**src/rtl/icu_pkg.sv**
```systemverilog
package icu_pkg;
  localparam int BANK_W   = 32;
  localparam int ADDR_W   = 6;
  localparam int SYNC_DEP = 2;

  typedef enum logic [2:0] {
    IDX_RAW = 3'd0,
    IDX_EN  = 3'd1,
    IDX_SEL = 3'd2,
    IDX_IRQ = 3'd3,
    IDX_FIQ = 3'd4
  } reg_idx_e;
endpackage

```
**src/rtl/icu_sync.sv**
```systemverilog
module icu_sync #(
  parameter int W      = 32,
  parameter int STAGES = 2
) (
  input  logic         clk,
  input  logic         rst_n,
  input  logic [W-1:0] d,
  output logic [W-1:0] q
);
  logic [W-1:0] stage_q [STAGES];
  logic [W-1:0] stage_d [STAGES];

  always_comb begin
    stage_d[0] = d;
    for (int i = 1; i < STAGES; i++) stage_d[i] = stage_q[i-1];
  end

  always_ff @(posedge clk or negedge rst_n) begin
    if (!rst_n) begin
      for (int i = 0; i < STAGES; i++) stage_q[i] <= '0;
    end else begin
      for (int i = 0; i < STAGES; i++) stage_q[i] <= stage_d[i];
    end
  end

  assign q = stage_q[STAGES-1];
endmodule

```
**src/rtl/icu_bank.sv**
```systemverilog
module icu_bank #(
  parameter int W = 32
) (
  input  logic         clk,
  input  logic         rst_n,
  input  logic [W-1:0] raw,
  input  logic         en_we,
  input  logic         sel_we,
  input  logic [W-1:0] wdata,
  output logic [W-1:0] en_q,
  output logic [W-1:0] sel_q,
  output logic [W-1:0] irq_stat,
  output logic [W-1:0] fiq_stat
);
  logic [W-1:0] en_d;
  logic [W-1:0] sel_d;
  logic [W-1:0] live;

  always_comb begin
    en_d  = en_q;
    sel_d = sel_q;
    if (en_we)  en_d  = wdata;
    if (sel_we) sel_d = wdata;
  end

  always_ff @(posedge clk or negedge rst_n) begin
    if (!rst_n) begin
      en_q  <= '0;
      sel_q <= '0;
    end else begin
      en_q  <= en_d;
      sel_q <= sel_d;
    end
  end

  always_comb begin
    live     = raw & en_q;
    irq_stat = live & ~sel_q;
    fiq_stat = live & sel_q;
  end
endmodule

```
**src/rtl/icu_rdmux.sv**
```systemverilog
module icu_rdmux
  import icu_pkg::*;
#(
  parameter int NBANK = 2
) (
  input  logic [ADDR_W-1:0]       addr,
  input  logic [NBANK*BANK_W-1:0] raw_w,
  input  logic [NBANK*BANK_W-1:0] en_w,
  input  logic [NBANK*BANK_W-1:0] sel_w,
  input  logic [NBANK*BANK_W-1:0] irq_w,
  input  logic [NBANK*BANK_W-1:0] fiq_w,
  output logic [BANK_W-1:0]       rdata
);
  logic in_window;

  always_comb begin
    in_window = (addr[ADDR_W-1:4] == '0);
    rdata     = '0;
    for (int b = 0; b < NBANK; b++) begin
      if (in_window && (addr[3] == b[0])) begin
        case (reg_idx_e'(addr[2:0]))
          IDX_RAW: rdata = raw_w[b*BANK_W +: BANK_W];
          IDX_EN:  rdata = en_w[b*BANK_W +: BANK_W];
          IDX_SEL: rdata = sel_w[b*BANK_W +: BANK_W];
          IDX_IRQ: rdata = irq_w[b*BANK_W +: BANK_W];
          IDX_FIQ: rdata = fiq_w[b*BANK_W +: BANK_W];
          default: rdata = '0;
        endcase
      end
    end
  end
endmodule

```
**src/rtl/irq_fiq_ctrl.sv**
```systemverilog
module irq_fiq_ctrl
  import icu_pkg::*;
#(
  parameter bit TWO_BANKS = 1'b1
) (
  input  logic                                        clk,
  input  logic                                        rst_n,
  input  logic [BANK_W*(TWO_BANKS ? 2 : 1)-1:0]       src_in,
  input  logic                                        reg_wr,
  input  logic [ADDR_W-1:0]                           reg_addr,
  input  logic [BANK_W-1:0]                           reg_wdata,
  output logic [BANK_W-1:0]                           reg_rdata,
  output logic                                        irq_o,
  output logic                                        fiq_o
);
  localparam int NBANK = TWO_BANKS ? 2 : 1;
  localparam int NSRC  = NBANK * BANK_W;

  logic [1:0]      rst_pipe;
  logic            rst_sync_n;
  logic [NSRC-1:0] raw_flat;
  logic [NSRC-1:0] en_flat;
  logic [NSRC-1:0] sel_flat;
  logic [NSRC-1:0] irq_flat;
  logic [NSRC-1:0] fiq_flat;
  logic            irq_d;
  logic            fiq_d;

  always_ff @(posedge clk or negedge rst_n) begin
    if (!rst_n) rst_pipe <= 2'b00;
    else        rst_pipe <= {rst_pipe[0], 1'b1};
  end
  assign rst_sync_n = rst_pipe[1];

  icu_sync #(.W(NSRC), .STAGES(SYNC_DEP)) u_sync (
    .clk   (clk),
    .rst_n (rst_sync_n),
    .d     (src_in),
    .q     (raw_flat)
  );

  for (genvar b = 0; b < NBANK; b++) begin : g_bank
    logic hit;
    logic en_we;
    logic sel_we;

    always_comb begin
      hit    = reg_wr && (reg_addr[ADDR_W-1:4] == '0) && (reg_addr[3] == b[0]);
      en_we  = hit && (reg_addr[2:0] == IDX_EN);
      sel_we = hit && (reg_addr[2:0] == IDX_SEL);
    end

    icu_bank #(.W(BANK_W)) u_bank (
      .clk      (clk),
      .rst_n    (rst_sync_n),
      .raw      (raw_flat[b*BANK_W +: BANK_W]),
      .en_we    (en_we),
      .sel_we   (sel_we),
      .wdata    (reg_wdata),
      .en_q     (en_flat[b*BANK_W +: BANK_W]),
      .sel_q    (sel_flat[b*BANK_W +: BANK_W]),
      .irq_stat (irq_flat[b*BANK_W +: BANK_W]),
      .fiq_stat (fiq_flat[b*BANK_W +: BANK_W])
    );
  end

  icu_rdmux #(.NBANK(NBANK)) u_rdmux (
    .addr  (reg_addr),
    .raw_w (raw_flat),
    .en_w  (en_flat),
    .sel_w (sel_flat),
    .irq_w (irq_flat),
    .fiq_w (fiq_flat),
    .rdata (reg_rdata)
  );

  always_comb begin
    irq_d = |irq_flat;
    fiq_d = |fiq_flat;
  end

  always_ff @(posedge clk or negedge rst_sync_n) begin
    if (!rst_sync_n) begin
      irq_o <= 1'b0;
      fiq_o <= 1'b0;
    end else begin
      irq_o <= irq_d;
      fiq_o <= fiq_d;
    end
  end
endmodule

```
**config.mk**
```make
export PLATFORM = sky130hd
export DESIGN_NAME = irq_fiq_ctrl
export DESIGN_NICKNAME = d
export VERILOG_FILES = /design/src/rtl/icu_pkg.sv /design/src/rtl/icu_sync.sv /design/src/rtl/icu_bank.sv /design/src/rtl/icu_rdmux.sv /design/src/rtl/irq_fiq_ctrl.sv
export SDC_FILE = /design/constraint.sdc
export NUM_CORES = 1
export LEC_CHECK = 0
export BUFFER_PORTS_ARGS = -buffer_cell sky130_fd_sc_hd__buf_4
export CAP_MARGIN = 15
export CELL_PAD_IN_SITES_DETAIL_PLACEMENT = 1
export CELL_PAD_IN_SITES_GLOBAL_PLACEMENT = 2
export CORE_AREA = 2 2 195 149
export DETAILED_ROUTE_END_ITERATION = 6
export DIE_AREA = 0 0 197 151
export GPL_ROUTABILITY_DRIVEN = 1
export PLACE_DENSITY = 0.85
export RECOVER_POWER = 100
export REMOVE_ABC_BUFFERS = 1
export SLEW_MARGIN = 15
export SYNTH_ARGS = -nofsm -noshare
export SYNTH_HDL_FRONTEND = slang
export SYNTH_SLANG_ARGS = --single-unit
```
**constraint.sdc**
```tcl
create_clock -name clk -period 19.5 [get_ports clk]
set_input_delay 0.975 -clock clk [delete_from_list [all_inputs] [get_ports clk]]
set_output_delay 0.975 -clock clk [all_outputs]
set_load 0.05 [all_outputs]
```
## Word-level counts from Yosys, hierarchy flattened

Index checks and enable logic that the tools add are counted.
W data, S select, Z words.

- Output and inout bits: 34
- Bits in registers: 260
- Logic and storage cells: 39
- Input port bits: 105

- Equal/unequal tests: 4
- Bitwise gates (word level): 9
- Reductions and logical operators: 13
- Multiplexer cells: 4

Operator list:

| kind | count |
|---|---|
| $pmux W32 S5 | 2 |
| $and A32 B32 Y32 | 6 |
| $reduce_or A64 Y1 | 2 |
| $mux W32 | 2 |
| $not A32 Y32 | 2 |
| $logic_and A1 B1 Y1 | 9 |
| $eq A3 B2 Y1 const B | 2 |
| $eq A3 B1 Y1 const B | 1 |
| $eq A3 B3 Y1 const B | 1 |
| $logic_not A3 Y1 | 1 |
| $logic_not A2 Y1 | 1 |
| $not A1 Y1 | 1 |

## Longest topological paths before layout

- Word-level depth: 5
- Depth in mapped cells: 7
- Mapped depth without buffers: 4

## Modules after synthesis

From an unflattened synthesis, not the netlist that was laid out.

- Cells, all modules: 1009
- Area total of the unflattened synthesis: 13082.5 um2

Modules (own cells, without submodules):

| module | times used | cells an instance | seq. area each (um2) | area each (um2) |
|---|---|---|---|---|
| icu_bank | 2 | 200 | 1601.5 | 3170.5 |
| icu_sync | 1 | 128 | 3203.1 | 3203.1 |
| icu_rdmux | 1 | 424 | 0.0 | 3109.2 |
| irq_fiq_ctrl | 1 | 57 | 100.1 | 429.2 |

## Worst setup path after synthesis

Ideal clock, no wire load.

- Path kind: in2out
- Start: in reg_addr[0]
- End: out reg_rdata[30]
- Slack: 15.209 ns
- Arrival time: 3.316 ns
- Buffers on the path: 2
- Cell stages on the path: 6
- Required time: 18.525 ns
- Path through: clkbuf_2 > inv_2 > buf_2 > o221a_2 > o221ai_1 > nor4bb_1

- Longest elaborated chain between the ends: 4
- Elaborated cells on any way between the ends: 9
- Classes of those cells: eq/ne (4); mux (4); reduce/logical (1)

Ends and longest elaborated chain:

| element | RTL line | RTL |
|---|---|---|
| from (decl) | irq_fiq_ctrl.sv:10 | `input logic [ADDR_W-1:0] reg_addr,` |
| $eq A3 B3 Y1 (tied with other cells) | icu_rdmux.sv:21 | `case (reg_idx_e'(addr[2:0]))` |
| $pmux W32 S5 | icu_rdmux.sv:21 |  |
| $mux W32 | icu_rdmux.sv:20 | `if (in_window && (addr[3] == b[0])) begin` |
| $mux W32 (*) | icu_rdmux.sv:20 |  |
| to (decl) | irq_fiq_ctrl.sv:12 | `output logic [BANK_W-1:0] reg_rdata,` |

Mark *: on every way between the ends. The rest lies on a longest branch, timed or not.

==> metrics.md <==
| Metric | Value |
|---|---|
| Status | complete, but fails checks |
| Failing checks | capacitance limit, slew limit |
| Post-route DRC | 0 |
| Avg Cell Area, Syn | 12.74 µm² |
| Required @ worst endpoint | 18000 ps |
| Starting DRT DRC Count | 541 |
| Sequential power share | 48.5% |
| Grt met1 use | 33.82% |
| GR peak layer | met2 |
| Grt total ovfl | 0 |
| Clock skew | 16.65 ps |
| Slowest Stage Delay on Critical Path | 5980 ps |
| Post-synthesis sequential area ratio | 54.93% |
| Ys Warns | 0 |
| Vias in the first global route | 8848 |
| CP bufs+invs | 1 |
| CTS clock-pin slew for the worst setup and hold paths | 60 ps |
| Largest net degree at the start of global routing | 163 |
| Nets | 1153 |
| Commonest non-fill, non-tap cell in the layout | dfrtp_1 |
| Final design utilization | 49.87% |
| P_leak | 5.946 nW |
| Drt wl/cell | 24.01 µm |
| Worst hold slack | 188.2 ps |
| F_max | 0.1068 GHz |
| Die footprint | 29750 µm² |
| Total GRT Usage | 23.13% |
| Via count | 8492 |
| Pre-antenna DRT Iters | 4 |
| Antenna Nets Post-Route | 0 |
| Layout cells sized above 1 | 28.87% |
| Critical path fanouts, max | 162 |
| IO buf count | 138 |
| Share of the cycle needed by the critical path after routing | 48.01% |
| Global-route wire length before repair | 52260 µm |
| Cell internal pwr | 0.0009628 W |
| Peak supply drop | 79.85 µV |
| Final HPWL DP | 22120 µm |
| Hold/Removal Path Class | in2async |
| Register bit total from synthesis | 260 |
| Setup_tns | 0 ps |
| Hold Vio Cnt, Final | 0 |
| Routed WL | 34190 µm |
| # Post-CTS Setup Buffers | 0 |
| GP Congestion | 0.7608 |
| Post_cts resized | 0 |
| CTS Root Cell | clkbuf_16 |
| CP endpoint kind | asynchronous set/reset pin |
| EDFF count, synth | 0 |
| Post-CTS Hold Buffers | 0 |
| # IOs | 139 |
| Clk buf depth | 3 |
| Yosys top cell by area | dfrtp_1 |
| Rows | 53 |
| Die Y | 151 µm |
| Clock power frac | 39.1% |
| Most used flip-flop cell after synthesis | dfrtp_1 |
| Comb pwr share | 12.5% |
| Synth Cell Area | 11850 µm² |
| Worst-margin pin slew | 8582 ps |
| Psw | 0.0003510 W |
| Most frequent cells in the layout | 260 x dfrtp_1, 157 x mux2_2, 65 x nand3_1 |
| Startpoint types | register |
| CP Cell Sequence | clkbuf_1 |
| Pwr/cell area | 95.04 nW/µm² |
| Switch share | 26.72% |
| Worst-Skew Late Latency | 560 ps |
| Min cycle time layout | 9361 ps |
| Cell family with most CP delay | buffers and inverters |
| M2 GR Usage | 37.19% |
| Fraction of registers with async set/reset | 100.0% |
| CTS sink count | 260 |
| Die Width | 197 µm |
| Synth top area share | 54.93% |
| Unrepaired setup endpoints after global routing | false |
| H-tree Lvls | 1 |
| Max-cap viol count | 10 |
| Ant. Diodes | 0 |
| Syn Inst Count | 930 |
| Core area | 27720 µm² |
| Worst slew margin | -472.1% |
| DR vias/cell | 5.963 |
| Antenna violations before repair | 0 |
| Max-slew violations | 493 |
| TritonCTS clock tree | yes |
| Final setup viols | 0 |
| TritonCTS Buffers | 27 |
| Synth top area cells | dfrtp_1 55%, mux2_2 15%, mux2i_1 5.2% |
| Initial Util | 42.73% |
| Cell variety after synth | 34 |
| Slowest stage cell on the critical path | clkbuf_1 |
| Grt met3 use | 3.251% |
| Layout area overhead | 16.70% |
| Critical path data arrival time | 7860 ps |
| WS Path Type | reg2async |
## cells in the mapped netlist, types with 2 or more instances
master / count
dfrtp_1: 260
mux2_2: 160
nand3_1: 65
mux2i_1: 62
nand3b_1: 60
o221ai_1: 57
clkbuf_1: 33
o21ai_0: 33
a21oi_1: 31
and4_1: 31
nand4_1: 29
a21boi_0: 26
buf_2: 20
nand2_1: 13
o2111ai_1: 11
nor4_1: 8
or3_1: 5
buf_6: 4
buf_4: 3
inv_1: 3
clkbuf_2: 2
nor4b_4: 2
## power groups by stage
stage          Sequential [W]  Clock, W  Combinational (W)
2_1_floorplan        0.000641         0          0.0000911
3_3_place_gp         0.000642         0           0.000163
3_5_place_dp         0.000646         0           0.000168
6_report             0.000637  0.000513           0.000164
4_1_cts              0.000636  0.000527           0.000168
5_1_grt              0.000645  0.000551           0.000178
## flip-flops by register name (all words and copies together) (netlist names)
| signal | count |
|---|---|
| rst_pipe | 2 |
| irq_o | 1 |
| u_sync.stage_d | 64 |
| fiq_o | 1 |
| u_sync.q | 64 |
| g_bank.u_bank.sel_q | 64 |
| g_bank.u_bank.en_q | 64 |
## cells by family after synthesis
| group | count (synthesis) | share of synthesized area (%) |
|---|---|---|
| muxes | 222 | 20.45 |
| DFF | 260 | 54.93 |
| buffers and inverters | 67 | 2.704 |
| and+or+nand+nor | 217 | 12.13 |
| other | 1 | 0.03166 |
| AOI/OAI and AO/OA | 163 | 9.760 |
## layer usage
metal	vias up	routed length, µm
li1	3835	-
met5	-	0
met1	4421	16570
met4	0	567
met2	198	15550
met3	38	1499
## final cells by class
cell class / instances / area [µm²]
Timing Repair Buffer: 152 / 957.2
Clock buffer: 34 / 742.0
Fill cell: 2876 / 13900
Clock inverter: 14 / 140.1
Inverter: 4 / 15.01
Sequential cell: 260 / 6506
Multi-Input combinational cell: 603 / 5016
Tap cell: 357 / 446.7
## metrics by stage
stage | worst slack (ps) | power, W | cells | instance area (µm²)
6_report | 10140 | 0.001314 | 1424 | 13820
5_1_grt | 8425 | 0.001373 | 1424 | 13820
4_1_cts | 14790 | 0.001331 | 1424 | 14050
3_5_place_dp | 14810 | 0.0008131 | 1376 | 13170
3_3_place_gp | 14850 | 0.0008050 | 1376 | 13170
2_1_floorplan | 11720 | 0.0007324 | 867 | 11540
## worst paths after layout
path | cells past startpoint | end | slack, ps | startpoint
worst max-delay path | 1 | u_sync.q[12] | 10140 | rst_pipe[1]
worst min-delay path | 1 | rst_pipe[0] | 190 | rst_n
worst max register to register | 1 | u_sync.q[12] | 10140 | rst_pipe[1]
worst min register to register | 0 | u_sync.q[59] | 350 | u_sync.stage_d[59]
max in group clk | 6 | g_bank[0].u_bank.en_q[27] | 10830 | reg_addr[0]
min in group clk | 0 | u_sync.q[59] | 350 | u_sync.stage_d[59]
Note: power is estimated with default switching activity, not from simulation.
